--- src/rtl/irq_hub_pkg.sv ---
package irq_hub_pkg;
  localparam int DW = 32;
  localparam int AW = 3;
  localparam logic [DW-1:0] NO_VECTOR = '1;

  typedef enum logic [AW-1:0] {
    REG_STAT  = 3'd0,
    REG_PEND  = 3'd1,
    REG_EN    = 3'd2,
    REG_ACK   = 3'd3,
    REG_SETEN = 3'd4,
    REG_CLREN = 3'd5,
    REG_VEC   = 3'd6,
    REG_MSTR  = 3'd7
  } reg_sel_e;

  // returns {found, index} of the lowest set bit
  function automatic logic [5:0] lowest_index(input logic [DW-1:0] v);
    logic [5:0] r;
    r = '0;
    for (int i = DW - 1; i >= 0; i--) begin
      if (v[i]) r = {1'b1, 5'(i)};
    end
    return r;
  endfunction
endpackage

--- src/rtl/irq_hub_capture.sv ---
module irq_hub_capture #(
  parameter int          N_IN      = 8,
  parameter logic [31:0] KIND_MASK = 32'h0
) (
  input  logic            clk,
  input  logic            rst_n,
  input  logic [N_IN-1:0] irq_i,
  input  logic [N_IN-1:0] ack_i,
  output logic [N_IN-1:0] hit_o,
  output logic [N_IN-1:0] status_o
);
  logic [N_IN-1:0] status_q;

  for (genvar i = 0; i < N_IN; i++) begin : g_line
    if (KIND_MASK[i]) begin : g_edge
      logic prev_q;
      always_ff @(posedge clk) begin
        if (!rst_n) prev_q <= 1'b0;
        else        prev_q <= irq_i[i];
      end
      assign hit_o[i] = irq_i[i] & ~prev_q;
    end else begin : g_level
      assign hit_o[i] = irq_i[i];

      level_recapture_chk: assert property (@(posedge clk) disable iff (!rst_n)
        (irq_i[i] && !ack_i[i]) |=> status_q[i]);
    end

    ack_wins_chk: assert property (@(posedge clk) disable iff (!rst_n)
      ack_i[i] |=> !status_q[i]);
  end

  always_ff @(posedge clk) begin
    if (!rst_n) status_q <= '0;
    else        status_q <= (status_q | hit_o) & ~ack_i;
  end

  assign status_o = status_q;
endmodule

--- src/rtl/irq_hub_ctrl.sv ---
module irq_hub_ctrl
  import irq_hub_pkg::*;
#(
  parameter int N_IN = 8
) (
  input  logic            clk,
  input  logic            rst_n,
  input  logic            wr_i,
  input  reg_sel_e        sel_i,
  input  logic [DW-1:0]   wdata_i,
  output logic [N_IN-1:0] enable_o,
  output logic [1:0]      master_o,
  output logic [N_IN-1:0] ack_o
);
  logic [N_IN-1:0] en_q;
  logic [1:0]      mstr_q;
  logic [N_IN-1:0] wbits;

  assign wbits = wdata_i[N_IN-1:0];

  if (N_IN < DW) begin : g_spare
    logic unused_wdata_hi;
    assign unused_wdata_hi = ^wdata_i[DW-1:N_IN];
  end

  always_ff @(posedge clk) begin
    if (!rst_n) begin
      en_q   <= '0;
      mstr_q <= '0;
    end else if (wr_i) begin
      case (sel_i)
        REG_EN:    en_q   <= wbits;
        REG_SETEN: en_q   <= en_q | wbits;
        REG_CLREN: en_q   <= en_q & ~wbits;
        REG_MSTR:  mstr_q <= wdata_i[1:0];
        default:   ;
      endcase
    end
  end

  assign ack_o    = (wr_i && sel_i == REG_ACK) ? wbits : '0;
  assign enable_o = en_q;
  assign master_o = mstr_q;


  set_enable_chk: assert property (@(posedge clk) disable iff (!rst_n)
    (wr_i && sel_i == REG_SETEN) |=> ((en_q & $past(wbits)) == $past(wbits)));

  clr_enable_chk: assert property (@(posedge clk) disable iff (!rst_n)
    (wr_i && sel_i == REG_CLREN) |=> ((en_q & $past(wbits)) == '0));

  en_zero_chk: assert property (@(posedge clk) disable iff (!rst_n)
    (wr_i && sel_i == REG_EN && wbits == '0) |=> (en_q == '0));
endmodule

--- src/rtl/irq_hub_vector.sv ---
module irq_hub_vector
  import irq_hub_pkg::*;
#(
  parameter int N_IN = 8
) (
  input  logic [N_IN-1:0] pend_i,
  output logic [DW-1:0]   vec_o,
  output logic            any_o
);
  logic [5:0] pick;

  assign pick  = lowest_index(DW'(pend_i));
  assign any_o = pick[5];
  assign vec_o = pick[5] ? DW'(pick[4:0]) : NO_VECTOR;
endmodule

--- src/rtl/irq_hub.sv ---
module irq_hub
  import irq_hub_pkg::*;
#(
  parameter int          N_IN      = 8,
  parameter logic [31:0] KIND_MASK = 32'hFFFF_00F0
) (
  input  logic            clk,
  input  logic            rst_n,
  input  logic [N_IN-1:0] irq_in,
  input  logic [2:0]      bus_addr,
  input  logic            bus_wr,
  input  logic [31:0]     bus_wdata,
  input  logic            bus_rd,
  output logic [31:0]     bus_rdata,
  output logic            irq_out
);
  reg_sel_e        sel;
  logic [N_IN-1:0] ack_vec;
  logic [N_IN-1:0] hit_vec;
  logic [N_IN-1:0] status;
  logic [N_IN-1:0] enable;
  logic [N_IN-1:0] pending;
  logic [1:0]      master;
  logic [DW-1:0]   vector;
  logic            any_pend;
  logic [DW-1:0]   rd_mux;
  logic [DW-1:0]   rdata_q;

  assign sel = reg_sel_e'(bus_addr);

  irq_hub_capture #(.N_IN(N_IN), .KIND_MASK(KIND_MASK)) u_capture (
    .clk(clk), .rst_n(rst_n), .irq_i(irq_in), .ack_i(ack_vec),
    .hit_o(hit_vec), .status_o(status)
  );

  irq_hub_ctrl #(.N_IN(N_IN)) u_ctrl (
    .clk(clk), .rst_n(rst_n), .wr_i(bus_wr), .sel_i(sel), .wdata_i(bus_wdata),
    .enable_o(enable), .master_o(master), .ack_o(ack_vec)
  );

  assign pending = status & enable;

  irq_hub_vector #(.N_IN(N_IN)) u_vector (
    .pend_i(pending), .vec_o(vector), .any_o(any_pend)
  );

  logic unused_hits;
  assign unused_hits = ^hit_vec;

  always_comb begin
    case (sel)
      REG_STAT: rd_mux = DW'(status);
      REG_PEND: rd_mux = DW'(pending);
      REG_EN:   rd_mux = DW'(enable);
      REG_VEC:  rd_mux = vector;
      REG_MSTR: rd_mux = DW'(master);
      default:  rd_mux = '0;
    endcase
  end

  always_ff @(posedge clk) begin
    if (!rst_n)      rdata_q <= '0;
    else if (bus_rd) rdata_q <= rd_mux;
    else             rdata_q <= '0;
  end

  assign bus_rdata = rdata_q;
  assign irq_out   = any_pend & (master == 2'b11);


  idle_rdata_chk: assert property (@(posedge clk) disable iff (!rst_n)
    !bus_rd |=> (bus_rdata == '0));

  empty_vector_chk: assert property (@(posedge clk) disable iff (!rst_n)
    (pending == '0) |-> (vector == NO_VECTOR));

  master_gate_chk: assert property (@(posedge clk) disable iff (!rst_n)
    (bus_wr && sel == REG_MSTR && bus_wdata[1:0] != 2'b11) |=> !irq_out);

  enable_mask_chk: assert property (@(posedge clk) disable iff (!rst_n)
    (enable == '0) |-> !irq_out);
endmodule

--- config.mk ---
export PLATFORM = sky130hd
export DESIGN_NAME = irq_hub
export DESIGN_NICKNAME = d
export VERILOG_FILES = /design/src/rtl/irq_hub_pkg.sv /design/src/rtl/irq_hub_capture.sv /design/src/rtl/irq_hub_ctrl.sv /design/src/rtl/irq_hub_vector.sv /design/src/rtl/irq_hub.sv
export SDC_FILE = /design/constraint.sdc
export NUM_CORES = 1
export LEC_CHECK = 0
export ABC_AREA = 1
export BUFFER_PORTS_ARGS = -buffer_cell sky130_fd_sc_hd__buf_4
export CAP_MARGIN = 10
export CELL_PAD_IN_SITES_DETAIL_PLACEMENT = 1
export CELL_PAD_IN_SITES_GLOBAL_PLACEMENT = 2
export CORE_ASPECT_RATIO = 1.5
export CORE_MARGIN = 2
export CORE_UTILIZATION = 26
export DETAILED_ROUTE_END_ITERATION = 8
export PLACE_DENSITY_LB_ADDON = 0.3
export SYNTH_ARGS = -nofsm -noshare
export SYNTH_HDL_FRONTEND = slang
export SYNTH_SLANG_ARGS = --single-unit
export TNS_END_PERCENT = 50
--- constraint.sdc ---
create_clock -name clk -period 2.7 [get_ports clk]
set_clock_uncertainty 0.05 [all_clocks]
set_input_delay 0.54 -clock clk [delete_from_list [all_inputs] [get_ports clk]]
set_output_delay 0.54 -clock clk [all_outputs]
set_load 0.05 [all_outputs]
==> results.md, run 1 <==
* Io pins at 80
* Cell Chain, Critical Path: nand2_1, nand2_1, nor3_2, a31oi_1, buf_4
* Startpoint types: register
* End-of-flow core utilization at 32.80%
* Drt total wl at about 4500 µm
* Crit path capture type: output port
* Yosys cell types at 27
* Seq cells post-synth at 31
* Setup Viol. Count Final at 0
* Peak Freq at slightly below 500 MHz
* Nets at between 200 and 300
* Headroom to the max-slew limit at 56.51%
* Die Wd at approximately 69 µm
* Die Y-Extent at ~100 µm
* CTS buffer count at 5
* Unrepaired setup endpoints after global routing: false
* Clock Sinks at 31
* GRT Util Overall at around 14%
* Routed wire per std cell at approximately 14 µm
* CTS Hold Bufs at 0
* Most used cell, CP: nand2_1
* Synthesized area per cell at 7.542 µm²
* Worst Path Arrival at between 1 and 1.5 ns
* Power per cell area at roughly 510 nW/µm²
* Area delta synth->final at 22.30%
* Port Buffers at 55
* CTS tree: built
* Final GP Congestion at about 0.7
* Cells after Synth at ~220
* Clock transition at the registers of the reported paths at ~0.060 ns
* Least-Margin Pin Slew at between 0.6 and 0.7 ns
* Slowest stage delay, CP at 0.33 ns
* Status: finished, final reports clean
* Remaining Overflow, GRT at 0
* Via count at between 1,500 and 2,000
* WP buf/inv at 1
* Pre-Repair DR Iteration Count at 4
* Setup_tns at 0 ns
* Max IR drop VDD at between 0.0002 and 0.00025 V
* Final period util at roughly three quarters
* Hold slack at just under 0.4 ns
* CORE AREA at approximately 6000 µm²
* Largest net degree at the start of global routing at 25
* Worst-path fanout max at 3
* H-tree depth at 2
* Final Max Slew Viols at 0
* Worst EP required at between 2 and 2.5 ns
* Die footprint at 6988 µm²
* Leakage power at 0.9252 nW
* Clock Latency Late Sink at between 0.2 and 0.3 ns
* Layout cell share with drive strength beyond 1 at a little under a third
* N_diodes at 0
* Global-route wire length before repair at between 7000 and 8000 µm
* FILL cells at about 770
* Post-route minimum period at between 2 and 2.5 ns
* YS warnings at 0
* Max_cap viols at 0
* Hold Path Class: in2reg
* Post-CTS Setup Repair Bufs at 0
* DP Area at approximately 1900 µm²
* Vias per cell at ~4.7
* Clk root buf: clkbuf_8
* Initial antenna violation count at 0
* Clock buffer depth at 2
* Initial Util at a little over a quarter
* Part of the Yosys area used for sequential elements at a little under two fifths
* Type of the worst setup path: reg2out
* Vias in the first global route at about 1,400
* Post-cts sizing count at 0
* Core Rows at 35
* Final Hold Fails at 0
* Iter 0 DRT Violations at 30
* Mapped Nets at ~270
* Number of remaining DRC errors at 0
* Post-Syn Area at 1644 µm²
* Antenna Nets Post-Route at 0
* Hpwl dp at roughly 3500 µm
* Slowest CP cell: dfxtp_1
* Top cell family by delay on the critical path: simple AND/OR/NAND/NOR gates
* Post-route cell area at 2011 µm²
==> power breakdown <==
group,switching [mW],internal (mW)
Clock,0.169,0.181
Combinational,0.112,0.0603
Sequential,0.0181,0.480
Total,0.298,0.721
==> sequential cells by signal (all words and copies together) (netlist names) <==
signal                          count
bus_rdata                           9
u_capture.g_line.g_edge.prev_q      4
u_ctrl.enable_o                     8
u_ctrl.master_o                     2
u_capture.status_o                  8
==> per-layer routing <==
layer | global-route usage [%] | vias up | wire (µm)
met4 | 4.525 | 0 | 58
met3 | 2.778 | 4 | 250
li1 | - | 777 | -
met2 | 24.70 | 45 | 2369
met1 | 16.13 | 691 | 1839
met5 | 0 | - | 0
==> cells in the final DEF, fill, tap and decap left out, types with 2 or more instances in the layout <==
cell type / n
nor3_1: 4
a21oi_1: 17
nand2_4: 3
nand2_1: 38
nor2_1: 19
o21ai_1: 10
o22ai_1: 4
dfxtp_1: 31
nor2_2: 2
nand4_1: 12
clkbuf_8: 5
inv_1: 21
nand3_1: 3
inv_2: 2
nor3_2: 2
o21ai_0: 2
a31oi_1: 8
clkbuf_1: 2
buf_4: 55
o211ai_1: 5
==> cell type report <==
cell class / count / area [µm²] / share of cell area (%)
Tap cell: 74 / 92.59 / 4.605
Clock buffer: 7 / 76.32 / 3.796
Timing Repair Buffer: 55 / 412.9 / 20.54
Inverter: 24 / 95.09 / 4.729
Clock inverter: 1 / 5.005 / 0.2489
Sequential cell: 31 / 620.6 / 30.86
Multi-Input combinational cell: 134 / 708.2 / 35.22
==> through the flow <==
step                power (mW)  worst slack (ns)  cells
detailed placement      0.6824            0.9644    318
global route             1.076            0.6050    326
floorplan               0.6244            0.7610    218
finish                   1.019            0.6684    326
CTS                      1.038            0.6543    326
global placement        0.6799            0.9788    318
==> synthesized netlist by cell type, drive strengths merged <==
| library cell | count | area (µm²) |
|---|---|---|
| nand2 | 42 | 182.7 |
| dfxtp | 31 | 620.6 |
| buf | 28 | 216.5 |
| inv | 23 | 86.34 |
| nor2 | 22 | 95.09 |
| a21oi | 18 | 93.84 |
| o21ai | 13 | 76.33 |
| nand4 | 12 | 75.07 |
| a31oi | 8 | 50.05 |
| nor3 | 6 | 40.04 |
| o211ai | 5 | 37.54 |
| nand3 | 4 | 32.53 |
| o22ai | 4 | 25.02 |
| clkbuf | 1 | 3.750 |
| clkinv | 1 | 8.760 |
==> path summary, 6_finish.rpt <==
path,start,slack (ns),to,cells past startpoint
worst max-delay path,u_capture.status_o[5],0.67,irq_out,5
worst min-delay path,irq_in[4],0.40,u_capture.g_line[4].g_edge.prev_q,3
worst max register to register,u_capture.status_o[5],1.32,bus_rdata[0],7
worst min register to register,u_ctrl.master_o[0],0.42,u_ctrl.master_o[0],2
==> kinds of logic after synthesis <==
| family | count (synthesis) | share of synthesized area (%) |
|---|---|---|
| AOI/OAI and AO/OA | 48 | 17.20 |
| and+or+nand+nor | 86 | 25.88 |
| buffers and inverters | 53 | 19.18 |
| DFF | 31 | 37.75 |
==> tightest hold or removal path: cells and delay by family <==
| kind | cells | cell delay (ns) |
|---|---|---|
| buffers and inverters | 2 | 0.12 |
| AND/OR/NAND/NOR | 1 | 0.04 |
Note: power is estimated with default switching activity, not from simulation.
==> run 2, diff against run 1 <==
--- a/config.mk
+++ b/config.mk
@@ -5,14 +5,14 @@
 export SDC_FILE = /design/constraint.sdc
 export NUM_CORES = 1
 export LEC_CHECK = 0
-export ABC_AREA = 1
+export ABC_AREA = 0
 export BUFFER_PORTS_ARGS = -buffer_cell sky130_fd_sc_hd__buf_4
 export CAP_MARGIN = 10
 export CELL_PAD_IN_SITES_DETAIL_PLACEMENT = 1
 export CELL_PAD_IN_SITES_GLOBAL_PLACEMENT = 2
 export CORE_ASPECT_RATIO = 1.5
 export CORE_MARGIN = 2
-export CORE_UTILIZATION = 26
+export CORE_UTILIZATION = 24
 export DETAILED_ROUTE_END_ITERATION = 8
 export PLACE_DENSITY_LB_ADDON = 0.3
 export SYNTH_ARGS = -nofsm -noshare
==> constraint.sdc (replaced) <==
create_clock -name clk -period 2.05 [get_ports clk]
set_clock_uncertainty 0.05 [all_clocks]
set_input_delay 0.41 -clock clk [delete_from_list [all_inputs] [get_ports clk]]
set_output_delay 0.41 -clock clk [all_outputs]
set_load 0.05 [all_outputs]
==> results.md, run 2 <==
* Status: finished, final reports clean
* Die footprint at ~7300 µm²
* Seq cells post-synth at 31
* Hold path cells at 2
* Initial antenna violation count at 0
* Area delta synth->final at 27.66%
* GRT Util Overall at 12.97%
* Dominant cell type by area after synthesis: dfxtp_1
* Max IR drop VDD at roughly 0.00024 V
* Post-synth ARST share at 0%
* Global-route wire length before repair at about 7500 µm
* Max_cap viols at 0
* Routed wire per std cell at approximately 14 µm
* Worst-path fanout max at 3
* Most numerous cell in the Yosys netlist: dfxtp_1
* Largest net degree at the start of global routing at 25
* Yosys cell types at 29
* Leakage power at 0.8442 nW
* Least-Margin Pin Slew at 0.6412 ns
* Top cells by count, synth: 31 x dfxtp_1, 25 x nand2_1, 25 x o21ai_0
* Post-route minimum period at a little under 2 ns
* Hold Path Class: in2reg
* Via count at around 1,500
* R2R Path Start: u_capture.status_o[3]
* Nets at approximately 290
* CTS tree: built
* WL met2 at approximately 2200 µm
* Fraction of synthesized area in multiplexers at under 10%
* Headroom to the max-slew limit at between 50% and 60%
* Port Buffers at 55
* Pre-Repair DR Iteration Count at 4
* Remaining Overflow, GRT at 0
* Worst Path Arrival at around 1.5 ns
* Synthesized area per cell at roughly 8 µm²
* Post-CTS Setup Repair Bufs at 0
* Clk root buf: clkbuf_8
* Vias in the first global route at ~1,500
* Clock transition at the registers of the reported paths at 0.06 ns
* Number of remaining DRC errors at 0
* Worst reg2reg path endpoint: bus_rdata[0]
* Final GP Congestion at about 0.7
* Worst EP required at 1.59 ns
* Most common cell after layout, fill and taps aside: buf_4
* Max reg flops at 9
* Clock buffer depth at 2
* Final Hold Fails at 0
* Yosys top cell area share at 39.09%
* Io pins at 80
* Iter 0 DRT Violations at between 80 and 90
* Final Max Slew Viols at 0
* Final period util at a little over nine tenths
* Power per cell area at 649.1 nW/µm²
* Highest metal used: met4
* Post-synthesis compound-gate area fraction at 22.06%
* Clock Latency Late Sink at between 0.2 and 0.3 ns
* Post-Syn Area at 1588 µm²
* Ys flop type: dfxtp_1
* Post-Synth Adder-Cell Area at 0%
* Place WS at around 0.18 ns
* Type of the worst setup path: reg2out
* Hold Crit Start: bus_wdata[6]
* Hpwl dp at between 3000 and 4000 µm
* Cells after Synth at between 200 and 250
* Clock Sinks at 31
* Largest family of logic cells by synthesized area: simple AND/OR/NAND/NOR gates
* N_diodes at 0
* Met3 Routed Length at roughly 230 µm
* Mapped Nets at between 200 and 250
* Unrepaired setup endpoints after global routing: false
* Crit path capture type: output port
* End-of-flow core utilization at 31.47%
* Worst Hold Path EP: u_capture.status_o[6]
* Die Y-Extent at 103.6 µm
* Synth area leaders: dfxtp_1 39%, buf_4 11%, o21ai_0 7.9%, nand2_1 5.9%, a21oi_1 5.7%
* XOR/XNOR Fraction of Synth Area at 0%
* Drt total wl at about 4500 µm
* Simple-Gate Fraction of Synth Area at about a quarter
* Setup Viol. Count Final at 0
* Antenna Nets Post-Route at 0
* Worst-case reg-to-reg path depth at 5
* Peak Freq at 505.2 MHz
* CTS buffer count at 5
* Reg-to-reg slack, setup at between 0.5 and 0.6 ns
* Vias per cell at ~4.8
* Initial Util at between 20% and 30%
* Core Rows at 36
* Setup_tns at 0 ns
* Count of flip-flops with a built-in enable after synthesis at 0
* Setup ws final at 0.07075 ns
* Most frequent cells in the layout: 62 x buf_4, 31 x dfxtp_1, 25 x nand2_1, 25 x o21ai_0, 21 x nor2_1
* FILL cells at 804
* Part of the Yosys area used for sequential elements at 39.09%
* Startpoint types: register
* H-tree depth at 2
* YS warnings at 0
* Metal-1 WL at 1944 µm
* Layout cell share with drive strength beyond 1 at 30.42%
* Die Wd at ~70 µm
* CORE AREA at 6441 µm²
[run 2: cell count changes after synthesis, sizes merged, moves of 4 or more]
cell	before	now
o211ai	5	0
nor3	6	0
o21ai	13	26
o22ai	4	0
nand4	12	3
a21boi	0	8
a31oi	8	3
nor2b	0	14
nand2	42	25
and2	0	4
inv	23	0
[run 2: kinds of logic (layout without fill, tap and decap cells)]
family          count (synthesis)  count (layout)
compound gates                 61              61
buf+inv                        30              68
flops                          31              31
mux                             2               2
simple gates                   78              78
[run 2: area by class of cell]
cell class	count	area, µm²	share of cell area (%)
clock buffers	6	72.57	3.580
well taps	76	95.09	4.691
repair buffers	62	465.4	22.96
multi-input cells	141	773.2	38.15
flip-flops and latches	31	620.6	30.62
[run 2: metrics by stage]
stage	cells	total power, mW	hold slack (ns)	cell area (µm²)
floorplan	202	0.7992	0.4094	1588
global placement	310	0.8853	0.4326	1944
detailed placement	310	0.8891	0.4485	1944
CTS	316	1.345	0.2557	2027
global route	316	1.392	0.2631	2027
finish	316	1.316	0.2689	2027
[run 2: how the worst max path moves through the flow]
stage / slack, ns / start / endpoint / cells after the start
after detailed placement: 0.18 / u_ctrl.enable_o[2] / irq_out / 5
final: 0.07 / u_capture.status_o[3] / irq_out / 5
after floorplan: 0.22 / u_capture.status_o[2] / irq_out / 4
after global routing: 0.004 / u_ctrl.enable_o[3] / irq_out / 5
after CTS: 0.03 / u_ctrl.enable_o[2] / irq_out / 5
after global placement: 0.20 / u_ctrl.enable_o[2] / irq_out / 5
[run 2: worst max-delay path, stage by stage, from the launching register on]
cell and delay [ns]:
dfxtp_1 0.32, a22oi_2 0.28, nand3_1 0.14, nor3b_2 0.20, a21oi_1 0.10, buf_4 0.20
[run 2: timing repair]
action,in CTS,in global routing
hold buffers,0,0
gates resized for setup,2,0
pin swaps,0,1
endpoints found under the setup margin,1,1
[run 2: metal layers]
layer | track usage [%] | vias up
met5 | 0 | -
met4 | 6.181 | 0
met3 | 3.113 | 8
met2 | 21.36 | 50
met1 | 15.58 | 722
li1 | - | 745
[run 2: report_power, final]
group	leakage [nW]	internal, mW	switching (mW)
clock	0.0371	0.226	0.216
combinational	0.553	0.0916	0.129
sequential	0.254	0.630	0.0236
total	0.844	0.948	0.368
==> run 3, diff against run 2 <==
--- a/config.mk
+++ b/config.mk
@@ -5,7 +5,7 @@
 export SDC_FILE = /design/constraint.sdc
 export NUM_CORES = 1
 export LEC_CHECK = 0
-export ABC_AREA = 0
+export ABC_AREA = 1
 export BUFFER_PORTS_ARGS = -buffer_cell sky130_fd_sc_hd__buf_4
 export CAP_MARGIN = 10
 export CELL_PAD_IN_SITES_DETAIL_PLACEMENT = 1
@@ -15,6 +15,7 @@
 export CORE_UTILIZATION = 24
 export DETAILED_ROUTE_END_ITERATION = 8
 export PLACE_DENSITY_LB_ADDON = 0.3
+export SKIP_CTS_REPAIR_TIMING = 1
 export SYNTH_ARGS = -nofsm -noshare
 export SYNTH_HDL_FRONTEND = slang
 export SYNTH_SLANG_ARGS = --single-unit
==> results.md, run 3 (same netlist as run 1, synthesis figures left out) <==
* R2R Path Start: u_capture.status_o[5]
* Drt total wl at between 4000 and 5000 µm
* Clock buffer depth at 2
* Nets at just under 300
* Number of remaining DRC errors at 0
* Fin cells at 330
* Reg-to-reg slack, setup at approximately 0.66 ns
* N_diodes at 0
* Die Y-Extent at approximately 110 µm
* Worst Hold Path EP: u_capture.g_line[4].g_edge.prev_q
* Initial antenna violation count at 0
* Vias in the first global route at 1,597
* Startpoint types: register
* Die footprint at 7542 µm²
* DP Area at approximately 1900 µm²
* Status: finished, final reports clean
* CTS tree: built
* Unrepaired setup endpoints after global routing: false
* Slowest stage delay, CP at 0.34 ns
* Clk root buf: clkbuf_8
* Final period util at between 90 and 100%
* WP buf/inv at 1
* Reg area at ~620 µm²
* Slowest CP cell: dfxtp_1
* Worst EP required at approximately 1.6 ns
* Worst-case reg-to-reg path depth at 7
* Max_cap viols at 0
* Hpwl dp at 3464 µm
* Hold path cells at 3
* H-tree depth at 2
* Initial Util at between 20% and 30%
* Power per cell area at 671.3 nW/µm²
* Max reg flops at 9
* Leakage power at roughly 0.93 nW
* Crit path capture type: output port
* CTS buffer count at 5
* Port Buffers at 55
* Worst-path fanout max at 3
* Final Hold Fails at 0
* Final GP Congestion at a little under 0.8
* Global-route wire length before repair at around 7500 µm
* Io pins at 80
* CORE AREA at just under 7000 µm²
* Most common cell after layout, fill and taps aside: buf_4
* Iter 0 DRT Violations at 46
* Area of the multi-input gates at approximately 700 µm²
* Least-Margin Pin Slew at roughly 0.65 ns
* Largest net degree at the start of global routing at 25
* Peak Freq at roughly 520 MHz
* Type of the worst setup path: reg2out
* Post-route cell area at approximately 2000 µm²
* Most used cell, CP: nand2_1
* Vias per cell at 4.679
* Core Rows at 37
* Worst reg2reg path endpoint: bus_rdata[0]
* Total Power at around 1.4 mW
* Hold Crit Start: irq_in[4]
* Die Wd at 71.58 µm
* Layout cell share with drive strength beyond 1 at approximately 30%
* Routed wire per std cell at between 10 and 15 µm
* Hold Path Class: in2reg
* Setup_tns at 0 ns
* Cell Chain, Critical Path: nand2_1, nand2_1, nor3_2, a31oi_1, buf_4
* Max IR drop VDD at 0.0002236 V
* Post-Place Cells at 322
* Headroom to the max-slew limit at a little under three fifths
* Pre-Repair DR Iteration Count at 4
* Via count at between 1,500 and 2,000
* Clock transition at the registers of the reported paths at approximately 0.07 ns
* Antenna Nets Post-Route at 0
* Clock Sinks at 31
* Setup Viol. Count Final at 0
* Area delta synth->final at 22.60%
* Post-route minimum period at approximately 1.9 ns
* FILL cells at between 800 and 900
* Worst Path Arrival at between 1 and 1.5 ns
* Remaining Overflow, GRT at 0
* Final Max Slew Viols at 0
* Most frequent cells in the layout: 55 x buf_4, 38 x nand2_1, 31 x dfxtp_1
* Clock Latency Late Sink at 0.28 ns
* GRT Util Overall at approximately an eighth
* Top cell family by delay on the critical path: simple AND/OR/NAND/NOR gates
==> run 3: worst reg2reg max path, stage by stage (launching register included) <==
cell	delay, ns
dfxtp_1	0.34
nand2_1	0.12
nand2_1	0.09
nor3_2	0.28
nand2_2	0.18
nand2_1	0.12
inv_2	0.04
a21oi_2	0.11
==> run 3: layer usage <==
| layer | share of wire (%) | vias up | GRT usage [%] |
|---|---|---|---|
| li1 | - | 776 | - |
| met1 | 42 | 719 | 13.96 |
| met2 | 51 | 44 | 23.41 |
| met3 | 5.1 | 5 | 2.486 |
| met4 | 1.5 | 0 | 4.987 |
| met5 | 0 | - | 0 |
==> run 3: worst max path at each step <==
| stage | start | end | slack (ns) | cells after the start |
|---|---|---|---|---|
| after CTS | u_capture.status_o[5] | irq_out | 0.09 | 5 |
| after floorplan | u_ctrl.enable_o[3] | irq_out | 0.24 | 4 |
| after global placement | u_capture.status_o[5] | irq_out | 0.40 | 5 |
| after detailed placement | u_capture.status_o[5] | irq_out | 0.40 | 5 |
| after global routing | u_capture.status_o[5] | irq_out | 0.05 | 5 |
| final | u_capture.status_o[5] | irq_out | 0.13 | 5 |
==> run 3: area by class of cell <==
cell class	count	area share [%]
Clock buffer	7	3.786
Clock inverter	1	0.2483
Inverter	24	4.718
Multi-Input combinational cell	134	35.13
Sequential cell	31	30.79
Tap cell	78	4.842
Timing Repair Buffer	55	20.48
==> run 3: power by group <==
part	internal (mW)	switching, mW	total, mW
sequential	0.632	0.0236	0.655
combinational	0.0794	0.146	0.226
clock	0.238	0.234	0.472
total	0.949	0.404	1.35
==> run 3: through the flow <==
stage	setup slack, ns	hold slack [ns]	util, %
detailed placement	0.3979	0.4108	28.62
floorplan	0.2410	0.3866	-
CTS	0.08935	0.2598	29.82
finish	0.1320	0.2651	29.82
global placement	0.4004	0.4140	28.62
global route	0.05091	0.2669	29.82
